===== config.mk =====
export PLATFORM = sky130hd
export DESIGN_NAME = dma_irq_ctrl
export DESIGN_NICKNAME = d
export VERILOG_FILES = /design/src/rtl/dma_irq_pkg.sv /design/src/rtl/dma_addr_dec.sv /design/src/rtl/dma_coalesce.sv /design/src/rtl/dma_chan_regs.sv /design/src/rtl/dma_irq_ctrl.sv
export SDC_FILE = /design/constraint.sdc
export NUM_CORES = 1
export LEC_CHECK = 0
export ABC_AREA = 1
export CORE_MARGIN = 2
export CORE_UTILIZATION = 45
export CTS_BUF_LIST = sky130_fd_sc_hd__clkbuf_16
export CTS_CLUSTER_SIZE = 12
export DETAILED_ROUTE_END_ITERATION = 8
export PLACE_DENSITY = 0.65
export SLEW_MARGIN = 0
export SYNTH_ARGS = -nofsm -noshare
export SYNTH_HDL_FRONTEND = slang
export SYNTH_HIERARCHICAL = 1
export SYNTH_SLANG_ARGS = --single-unit

===== constraint.sdc =====
create_clock -name clk_i -period 4.6 [get_ports clk_i]
set_clock_uncertainty 0.1 [all_clocks]
set_input_delay 0.92 -clock clk_i [delete_from_list [all_inputs] [get_ports clk_i]]
set_output_delay 0.92 -clock clk_i [all_outputs]
set_load 0.01 [all_outputs]

===== src/rtl/dma_irq_pkg.sv =====
package dma_irq_pkg;
  localparam int REG_W   = 32;
  localparam int CNT_W   = 8;
  localparam int TMR_W   = 8;
  localparam int CH_SPAN = 48;
  localparam int CB_RUN  = 0;
  localparam int CB_TAIL = 1;
  localparam int CB_SRST = 2;
  localparam int IRQ_LO  = 12;
  localparam int IRQ_N   = 3;
  localparam int THR_LO  = 16;
  localparam int DLY_LO  = 24;
  localparam logic [REG_W-1:0] CTRL_RST = 32'h0001_0000;
  localparam logic [CNT_W-1:0] CNT_RST  = 8'd1;

  typedef enum logic [2:0] {
    SEL_NONE, SEL_CTRL, SEL_STAT, SEL_CUR, SEL_TAIL
  } reg_sel_e;
endpackage


===== src/rtl/dma_addr_dec.sv =====
module dma_addr_dec
  import dma_irq_pkg::*;
#(
  parameter int ADDR_W = 8
) (
  input  logic [ADDR_W-1:0] addr_i,
  output logic              ch_o,
  output reg_sel_e          sel_o
);
  localparam logic [ADDR_W-1:0] SPAN = ADDR_W'(CH_SPAN);

  logic [ADDR_W-1:0] blk;
  logic [ADDR_W-1:0] off;

  always_comb begin
    blk  = addr_i / SPAN;
    off  = addr_i % SPAN;
    ch_o = blk[0];
    unique case (off[5:0])
      6'h00:   sel_o = SEL_CTRL;
      6'h04:   sel_o = SEL_STAT;
      6'h08:   sel_o = SEL_CUR;
      6'h10:   sel_o = SEL_TAIL;
      default: sel_o = SEL_NONE;
    endcase
  end
endmodule


===== src/rtl/dma_coalesce.sv =====
module dma_coalesce
  import dma_irq_pkg::*;
(
  input  logic             clk_i,
  input  logic             rst_ni,
  input  logic             soft_clr_i,
  input  logic             reload_i,
  input  logic [CNT_W-1:0] reload_val_i,
  input  logic [CNT_W-1:0] thr_i,
  input  logic [TMR_W-1:0] dly_i,
  input  logic             done_i,
  input  logic             tick_i,
  output logic [CNT_W-1:0] cnt_o,
  output logic [TMR_W-1:0] tmr_o,
  output logic             cnt_hit_o,
  output logic             tmr_hit_o
);
  logic restart, expire;

  assign restart   = done_i && (dly_i != '0);
  assign expire    = tick_i && (tmr_o == TMR_W'(1)) && !restart;
  assign cnt_hit_o = done_i && (cnt_o == CNT_W'(1)) && !reload_i;
  assign tmr_hit_o = expire && !soft_clr_i;

  always_ff @(posedge clk_i or negedge rst_ni) begin
    if (!rst_ni) begin
      cnt_o <= CNT_RST;
      tmr_o <= '0;
    end else begin
      if (reload_i)                    cnt_o <= reload_val_i;
      else if (done_i)                 cnt_o <= (cnt_o == CNT_W'(1)) ? thr_i : cnt_o - CNT_W'(1);
      else if (expire)                 cnt_o <= thr_i;

      if (soft_clr_i)                  tmr_o <= '0;
      else if (restart)                tmr_o <= dly_i;
      else if (tick_i && tmr_o != '0)  tmr_o <= tmr_o - TMR_W'(1);
    end
  end
endmodule


===== src/rtl/dma_chan_regs.sv =====
module dma_chan_regs
  import dma_irq_pkg::*;
(
  input  logic             clk_i,
  input  logic             rst_ni,
  input  logic             wr_i,
  input  reg_sel_e         sel_i,
  input  logic [REG_W-1:0] wdata_i,
  input  logic             done_i,
  input  logic             halt_i,
  input  logic             idle_i,
  input  logic             tick_i,
  output logic [REG_W-1:0] rword_o,
  output logic             irq_o,
  output logic [REG_W-1:0] cur_o,
  output logic [REG_W-1:0] tail_o,
  output logic             start_o
);
  logic [REG_W-1:0] ctrl_q;
  logic             halt_q, idle_q;
  logic [IRQ_N-1:0] pend_q, pend_set, pend_clr;
  logic [CNT_W-1:0] cnt;
  logic [TMR_W-1:0] tmr;
  logic             cnt_hit, tmr_hit;
  logic             wr_ctrl, wr_stat, srst;

  assign wr_ctrl  = wr_i && (sel_i == SEL_CTRL);
  assign wr_stat  = wr_i && (sel_i == SEL_STAT);
  assign srst     = wr_ctrl && wdata_i[CB_SRST];
  assign pend_set = {1'b0, tmr_hit, cnt_hit};
  assign pend_clr = wr_stat ? wdata_i[IRQ_LO +: IRQ_N] : '0;

  dma_coalesce u_coal (
    .clk_i        (clk_i),
    .rst_ni       (rst_ni),
    .soft_clr_i   (srst),
    .reload_i     (wr_ctrl),
    .reload_val_i (srst ? CNT_RST : wdata_i[THR_LO +: CNT_W]),
    .thr_i        (ctrl_q[THR_LO +: CNT_W]),
    .dly_i        (ctrl_q[DLY_LO +: TMR_W]),
    .done_i       (done_i),
    .tick_i       (tick_i),
    .cnt_o        (cnt),
    .tmr_o        (tmr),
    .cnt_hit_o    (cnt_hit),
    .tmr_hit_o    (tmr_hit)
  );

  always_ff @(posedge clk_i or negedge rst_ni) begin
    if (!rst_ni) begin
      ctrl_q  <= CTRL_RST;
      halt_q  <= 1'b1;
      idle_q  <= 1'b0;
      pend_q  <= '0;
      cur_o   <= '0;
      tail_o  <= '0;
      start_o <= 1'b0;
    end else begin
      start_o <= 1'b0;
      if (halt_i) halt_q <= 1'b1;
      if (idle_i) idle_q <= 1'b1;
      pend_q <= (pend_q | pend_set) & ~pend_clr;
      if (wr_ctrl) begin
        if (srst) begin
          ctrl_q <= CTRL_RST;
          halt_q <= 1'b1;
          idle_q <= 1'b0;
          pend_q <= '0;
        end else begin
          ctrl_q <= wdata_i & ~(REG_W'(1) << CB_TAIL) & ~(REG_W'(1) << CB_SRST);
          if (wdata_i[CB_RUN]) begin
            halt_q <= 1'b0;
            idle_q <= 1'b0;
          end
        end
      end
      if (wr_i && sel_i == SEL_CUR) cur_o <= wdata_i;
      if (wr_i && sel_i == SEL_TAIL) begin
        tail_o  <= wdata_i;
        idle_q  <= 1'b0;
        start_o <= 1'b1;
      end
    end
  end

  assign irq_o = |(pend_q & ctrl_q[IRQ_LO +: IRQ_N]);

  always_comb begin
    unique case (sel_i)
      SEL_CTRL: rword_o = ctrl_q | (REG_W'(1) << CB_TAIL);
      SEL_STAT: rword_o = {tmr, cnt, 1'b0, pend_q, 10'b0, idle_q, halt_q};
      SEL_CUR:  rword_o = cur_o;
      SEL_TAIL: rword_o = tail_o;
      default:  rword_o = '0;
    endcase
  end
endmodule


===== src/rtl/dma_irq_ctrl.sv =====
module dma_irq_ctrl
  import dma_irq_pkg::*;
#(
  parameter int NUM_CH = 2,
  parameter int ADDR_W = 8
) (
  input  logic                    clk_i,
  input  logic                    rst_ni,
  input  logic                    wr_en_i,
  input  logic                    rd_en_i,
  input  logic [ADDR_W-1:0]       addr_i,
  input  logic [31:0]             wdata_i,
  output logic [31:0]             rdata_o,
  input  logic [NUM_CH-1:0]       pkt_done_i,
  input  logic [NUM_CH-1:0]       desc_halt_i,
  input  logic [NUM_CH-1:0]       ring_idle_i,
  input  logic                    tick_i,
  output logic [NUM_CH-1:0]       irq_o,
  output logic [32*NUM_CH-1:0]    cur_desc_o,
  output logic [32*NUM_CH-1:0]    tail_desc_o,
  output logic [NUM_CH-1:0]       tail_start_o
);
  logic             dec_ch;
  reg_sel_e         dec_sel;
  logic [REG_W-1:0] rword [NUM_CH];
  logic [REG_W-1:0] rdata_d;

  dma_addr_dec #(.ADDR_W(ADDR_W)) u_dec (
    .addr_i (addr_i),
    .ch_o   (dec_ch),
    .sel_o  (dec_sel)
  );

  for (genvar c = 0; c < NUM_CH; c++) begin : g_ch
    dma_chan_regs u_chan (
      .clk_i   (clk_i),
      .rst_ni  (rst_ni),
      .wr_i    (wr_en_i && (int'(dec_ch) == c)),
      .sel_i   (dec_sel),
      .wdata_i (wdata_i),
      .done_i  (pkt_done_i[c]),
      .halt_i  (desc_halt_i[c]),
      .idle_i  (ring_idle_i[c]),
      .tick_i  (tick_i),
      .rword_o (rword[c]),
      .irq_o   (irq_o[c]),
      .cur_o   (cur_desc_o[32*c +: 32]),
      .tail_o  (tail_desc_o[32*c +: 32]),
      .start_o (tail_start_o[c])
    );
  end

  always_comb begin
    rdata_d = '0;
    for (int c = 0; c < NUM_CH; c++)
      if (int'(dec_ch) == c) rdata_d = rword[c];
  end

  always_ff @(posedge clk_i or negedge rst_ni) begin
    if (!rst_ni)      rdata_o <= '0;
    else if (rd_en_i) rdata_o <= rdata_d;
  end
endmodule


-- Yosys cells after proc, flatten, opt, wreduce, memory -nomap -nowiden
Index checks and enable logic that the tools add are counted.
- bits in registers: 268
- input port bits: 51
- output and inout port bits: 164
- $add $sub $neg: 4
- divide/modulo/power cells: 2
- equal/unequal tests: 11
- muxes and demuxes: 48
- bitwise operators: 9
- reductions and logical operators: 43
- operator list (cell ; number):
    32-bit one-hot mux with 4 select lines ; 2
    8-bit 2-to-1 mux ; 16
    32-bit 2-to-1 mux ; 3
    8-bit by 1-bit == test with 1-bit output, second input constant ; 4
    8-bit nonzero test ; 4
    8-bit by 1-bit subtractor with 8-bit output, second input constant ; 4
    1-bit logical AND ; 26
    1-bit 2-to-1 mux ; 20
    3-bit 2-to-1 mux ; 6
    3-bit AND ; 4
    3-bit one-hot mux with 4 select lines ; 1
    3-bit nonzero test ; 4
    8-bit by 6-bit divider with 8-bit output, second input constant ; 1
    8-bit by 6-bit modulo with 8-bit output, second input constant ; 1
    3-bit by 2-bit == test with 1-bit output, second input constant ; 2
    6-bit by 3-bit == test with 1-bit output, second input constant ; 1
    6-bit by 4-bit == test with 1-bit output, second input constant ; 1
    6-bit by 5-bit == test with 1-bit output, second input constant ; 1
    1-bit logical NOT ; 6
    6-bit logical NOT ; 1
    3-bit inverter ; 2
    3-bit by 2-bit OR with 3-bit output ; 2
    3-bit OR reduction ; 2
    3-bit by 1-bit == test with 1-bit output, second input constant ; 1
    2 further kinds ; 2

-- Longest topological paths before layout
- word-level depth: 12
- depth in mapped cells: 20

-- By module
The synthesis kept the hierarchy.
- by module, submodules not included (module ; times used ; cells each ; area each (µm²)):
    dma_chan_regs ; 2 ; 672 ; 4919.7
    dma_coalesce ; 2 ; 202 ; 1306.3
    dma_irq_ctrl ; 1 ; 276 ; 1881.8
    dma_addr_dec ; 1 ; 29 ; 161.4

-- Least setup slack after synthesis
OpenSTA, ideal clock, no wires.
- path type: input to register
- start point: input addr_i[7]
- end point: register g_ch[0].u_chan.u_coal.cnt_o[2]
- arrival: 3093 ps
- data required time: 4383 ps
- setup slack: 1290 ps
- cell stages on the path: 15
- buffers on the path: 2
- cell sequence: inv_1 nand3_2 nand2_2 nand2_2 nand3_2 nand2_1 nor2_1 nand3_1 nor2_1 buf_2 buf_2 clkinv_1 o21a_1 nand2_1 nand2_1
- cells in the longest elaborated chain, start to end: 8
- elaborated cells on any way between the ends: 15
- those cells by class: div: 2; eq/ne: 4; mux: 3; bitwise: 1; reduce/logical: 5
- RTL lines (what ; line ; text):
    from (decl) ; dma_irq_ctrl.sv:11 ; input logic [ADDR_W-1:0] addr_i,
    8-bit by 6-bit modulo with 8-bit output * ; dma_addr_dec.sv:17 ; off = addr_i % SPAN;
    6-bit by 5-bit == test with 1-bit output, or another cell as far along ; dma_addr_dec.sv:19 ; unique case (off[5:0])
    3-bit one-hot mux with 4 select lines * ; dma_addr_dec.sv:19 ;
    net dec_sel[0] ; dma_irq_ctrl.sv:24 ; reg_sel_e dec_sel;
    3-bit by 1-bit == test with 1-bit output * ; dma_chan_regs.sv:27 ; assign wr_ctrl = wr_i && (sel_i == SEL_CTRL);
    1-bit logical AND * ; dma_chan_regs.sv:27 ;
    net g_ch[0].u_chan.wr_ctrl ; dma_chan_regs.sv:25 ; logic wr_ctrl, wr_stat, srst;
    1-bit logical AND ; dma_chan_regs.sv:29 ; assign srst = wr_ctrl && wdata_i[CB_SRST];
    8-bit 2-to-1 mux ; dma_chan_regs.sv:38 ; .reload_val_i (srst ? CNT_RST : wdata_i[THR_LO +: CNT_W]),
    8-bit 2-to-1 mux ; dma_coalesce.sv:30 ; if (reload_i) cnt_o <= reload_val_i;
    to (signal assigned) ; dma_coalesce.sv:30 ;
    to (signal assigned) ; dma_coalesce.sv:31 ; else if (done_i) cnt_o <= (cnt_o == CNT_W'(1)) ? thr_i : cnt_o - CNT_W'(1);
    to (signal assigned) ; dma_coalesce.sv:32 ; else if (expire) cnt_o <= thr_i;
    to (decl) ; dma_coalesce.sv:13 ; output logic [CNT_W-1:0] cnt_o,
The timed path passes the listed nets; every way through them passes the cells marked *.
A chain may end at the register's enable or synchronous reset.

-- Worst setup path in the final report
- start point: input addr_i[7]
- end point: register g_ch[0].u_chan.u_coal.cnt_o[2]
- cells in the longest elaborated chain, start to end: 8
- elaborated cells on any way between the ends: 15
- those cells by class: div: 2; eq/ne: 4; mux: 3; bitwise: 1; reduce/logical: 5
- RTL lines (what ; line):
    8-bit by 6-bit modulo with 8-bit output * ; dma_addr_dec.sv:17
    6-bit by 5-bit == test with 1-bit output, or another cell as far along ; dma_addr_dec.sv:19
    3-bit one-hot mux with 4 select lines * ; dma_addr_dec.sv:19
    net dec_sel[1] ; dma_irq_ctrl.sv:24
    3-bit by 1-bit == test with 1-bit output * ; dma_chan_regs.sv:27
    1-bit logical AND * ; dma_chan_regs.sv:27
    1-bit logical AND ; dma_chan_regs.sv:29
    8-bit 2-to-1 mux ; dma_chan_regs.sv:38
    8-bit 2-to-1 mux ; dma_coalesce.sv:30
Marks and branches as above.

==> impl_results.md <==
* Status: finished, final reports clean
* Slew Limit Fails at 0
* Initial Utilization at between 40 and 50%
* Crit Path Max Fanout at 19
* Die area at roughly 34,000 um2
* Leak Pwr at just over 9 nW
* Root Buffer: clkbuf_16
* Slowest stage delay, CP at between 400 and 500 ps
* Die Y at between 150 and 200 um
* Total iterations of the first detailed-routing run at 5
* Clock net sink count at ~260
* CTS max path bufs at 3
* Maxcap violations at 0
* CTS tree: yes
* Gr usage total at ~29%
* Post-Syn Area at 14,500 um2
* Wirelength per Cell at about 18 um
* VDD IR max at 0.000303 V
* Total gr overflow at 0
* Highest-delay cell along the critical path: clkdlybuf4s50_1
* Reg2Reg Setup Slack at between 2000 and 3000 ps
* Post-synth top flop: dfrtp_1
* Setup tns final at 0 ps
* Total power at about 7 mW
* Crit path arrival time at just under 4000 ps
* Synth area leader: dfrtp_1
* Critical path required time at approximately 5000 ps
* Final HPWL DP at approximately 34,000 um
* Mapped Nets at 2,114
* DRC at 0
* 1st-iter DRT viols at about 1,300
* Fmax at 282 MHz
* Layout cells sized above 1 at 6.79%
* Number of flops mapped to enable cells by yosys at 0
* Cell breakdown of the critical path: clkdlybuf4s50_1 > inv_1 > nand3_2 > nand2_2 > nand2_2 > nand2_1 > nand2_1 > nand2_1 > nor2_4 > buf_4 > inv_2 > nand3_1 > nor2_2 > clkinv_1 > o21a_1 > nand2_1 > nand2_1
* Post-CTS setup buffers at 0
* First-pass GRT wire length at roughly 76,000 um
* Synth top area share at 44.5%
* Core area at 31,600 um2
* Gate Count Post-Synth at between 2,000 and 2,500
* Avg Cell Area, Syn at slightly above 7 um2
* Synthesis-to-finish area growth at 23.4%
* Worst slew pin tran at ~1100 ps
* Initial antenna violation count at 3
* Final hold vios at 0
* CTS resizes at 0
* Critical path type: input port to flip-flop
* PD cells at slightly below 400 nW/um2
* Distinct cells, synth at 36
* Final setup vio count at 0
* Port Buffers at approximately 210
* RSZ-0062 raised after global routing: false
* Vias/cell at around 5.3
* Largest net degree at the start of global routing at 101
* CTS buffer count at 30
* Count leader, synth: nand2_1
* Diode count at 0
* Sequential share of the synthesized area at 45.6%
* Detail Route Antenna Nets at 0
* Number of core rows at 65
* Worst slew margin at between 20% and 30%
* Final WL at between 40,000 and 50,000 um
* Critical Path End Type: flip-flop
* Ports at 215
* Fin crit share at between 70 and 80%
* Most used cell, CP: nand2_1
* Vias in the first global route at 13,600
* Final GP Congestion at between 0.9 and 1
* #FFs+latches synth at 264
* Layout Nets at 2,305
* Worst-skew pair later-pin latency at 560 ps
* Async SR Flop Fraction at 100%
* Clock H-tree levels at 1
* Via count at around 14,000
* Commonest cells in the netlist: nand2_1, inv_1, dfrtp_1
* WP buf/inv at 5
* Clock Pin Slew Worst Setup and Hold Paths at roughly 60 ps
* Startpoint Class: input port
* Crit-path leading delay family: buffers and inverters
* Hold Crit Class: input port to async pin
* Count of warnings emitted by yosys at 6
* Post-layout min period at around 3500 ps
* Fillers at a little over 3,000
* Synth top area cells: dfrtp_1, nand2_1, inv_1, nand3_1, o21ai_0
* DIE WIDTH at between 150 and 200 um
* CTS Hold Bufs at 0
## logic make-up after synthesis
logic type | synth area share (%)
buffers and inverters | 10.7
AOI/OAI and AO/OA | 8.69
DFF | 45.6
and+or+nand+nor | 33.2
xor gates and xnor gates | 0.846
adders and majority gates | 0.863
## cell type report
cell class              instances  area, um2  area share, %
clock buffers                  31        776           4.34
clock inverters                25        125          0.700
inverters                     284       1070           5.99
multi-input cells            1415       6350           35.5
flip-flops and latches        264       6610           37.0
well taps                     402        503           2.81
repair buffers                249       2450           13.7
## worst paths after layout
path	startpoint	to	cells past startpoint
max in group asynchronous	rst_ni	g_ch[1].u_chan/ctrl_q[27]$_DFFE_PN0N_	2
min in group clk_i	g_ch[0].u_chan/ctrl_q[3]$_DFFE_PN0N_	g_ch[0].u_chan/ctrl_q[3]$_DFFE_PN0N_	2
worst min register to register	g_ch[0].u_chan/ctrl_q[3]$_DFFE_PN0N_	g_ch[0].u_chan/ctrl_q[3]$_DFFE_PN0N_	2
worst max register to register	g_ch[1].u_chan/u_coal/cnt_o[1]$_DFFE_PN0P_	g_ch[1].u_chan/u_coal/cnt_o[5]$_DFFE_PN0P_	8
worst max-delay path	addr_i[7]	g_ch[0].u_chan/u_coal/cnt_o[2]$_DFFE_PN0P_	17
worst min-delay path	rst_ni	g_ch[1].u_chan/tail_o[3]$_DFFE_PN0P_	1
## layout by cell type (no fill, tap or decap), types with 2 or more instances in the layout
| cell type | netlist | routed |
|---|---|---|
| nand2_1 | 843 | 843 |
| inv_1 | 266 | 275 |
| dfrtp_1 | 258 | 258 |
| clkdlybuf4s50_1 | 0 | 213 |
| nand3_1 | 173 | 173 |
| o21ai_0 | 142 | 142 |
| nor2_1 | 78 | 75 |
| buf_4 | 11 | 32 |
| clkbuf_16 | 0 | 31 |
| nand2_2 | 27 | 27 |
| o211ai_1 | 22 | 22 |
| o21ai_1 | 22 | 22 |
| o21a_1 | 16 | 16 |
| inv_2 | 15 | 15 |
| a21oi_1 | 14 | 14 |
| clkinv_1 | 2 | 13 |
| nor2_2 | 10 | 10 |
| ha_1 | 10 | 10 |
| or2_2 | 8 | 8 |
| xor2_1 | 8 | 8 |
| nand3_2 | 7 | 7 |
| nand4_1 | 6 | 6 |
| dfstp_2 | 6 | 6 |
| a22oi_1 | 6 | 6 |
| xnor2_1 | 6 | 6 |
| clkinv_2 | 0 | 4 |
| a21boi_0 | 4 | 4 |
| nor2_4 | 0 | 3 |
| buf_12 | 0 | 3 |
| nor3_2 | 2 | 2 |
| nor3_1 | 2 | 2 |
| nor4_1 | 2 | 2 |
| nor3b_4 | 2 | 2 |
| and2_1 | 2 | 2 |
| nand3b_1 | 2 | 2 |
## per-layer routing
layer	GRT usage, %	up-vias	wire length [um]
met5	0	-	39
met4	10.9	6	1870
met3	5.61	101	3470
met2	45.8	500	22100
met1	39.3	6716	21000
li1	-	6715	-
## metrics by stage
| step | setup WS (ps) | util, % | hold WS, ps | instance area, um2 | cells |
|---|---|---|---|---|---|
| after CTS | 1110 | 56.5 | 341 | 17900 | 2670 |
| after floorplan | 1290 | - | 349 | 14500 | 2053 |
| after detailed placement | 531 | 53.7 | 366 | 17000 | 2614 |
| after global routing | 808 | 56.5 | 365 | 17900 | 2670 |
| final | 1050 | 56.5 | 309 | 17900 | 2670 |
| after global placement | 660 | 53.7 | 363 | 17000 | 2614 |
## registers in the layout, summed over array words and instances (netlist names), 6 cells and up
register                  flops
rdata_o                      32
g_ch.u_chan/tail_o           64
g_ch.u_chan/u_coal/tmr_o     16
g_ch.u_chan/cur_o            64
g_ch.u_chan/ctrl_q           60
g_ch.u_chan/u_coal/cnt_o     16
g_ch.u_chan/pend_q            6
## report_power, final
group,switching (mW),internal [mW],total [mW]
Sequential,0.350,2.68,3.03
Combinational,0.999,0.758,1.76
Clock,0.971,1.26,2.23
Power figures use the tool's default switching activity.
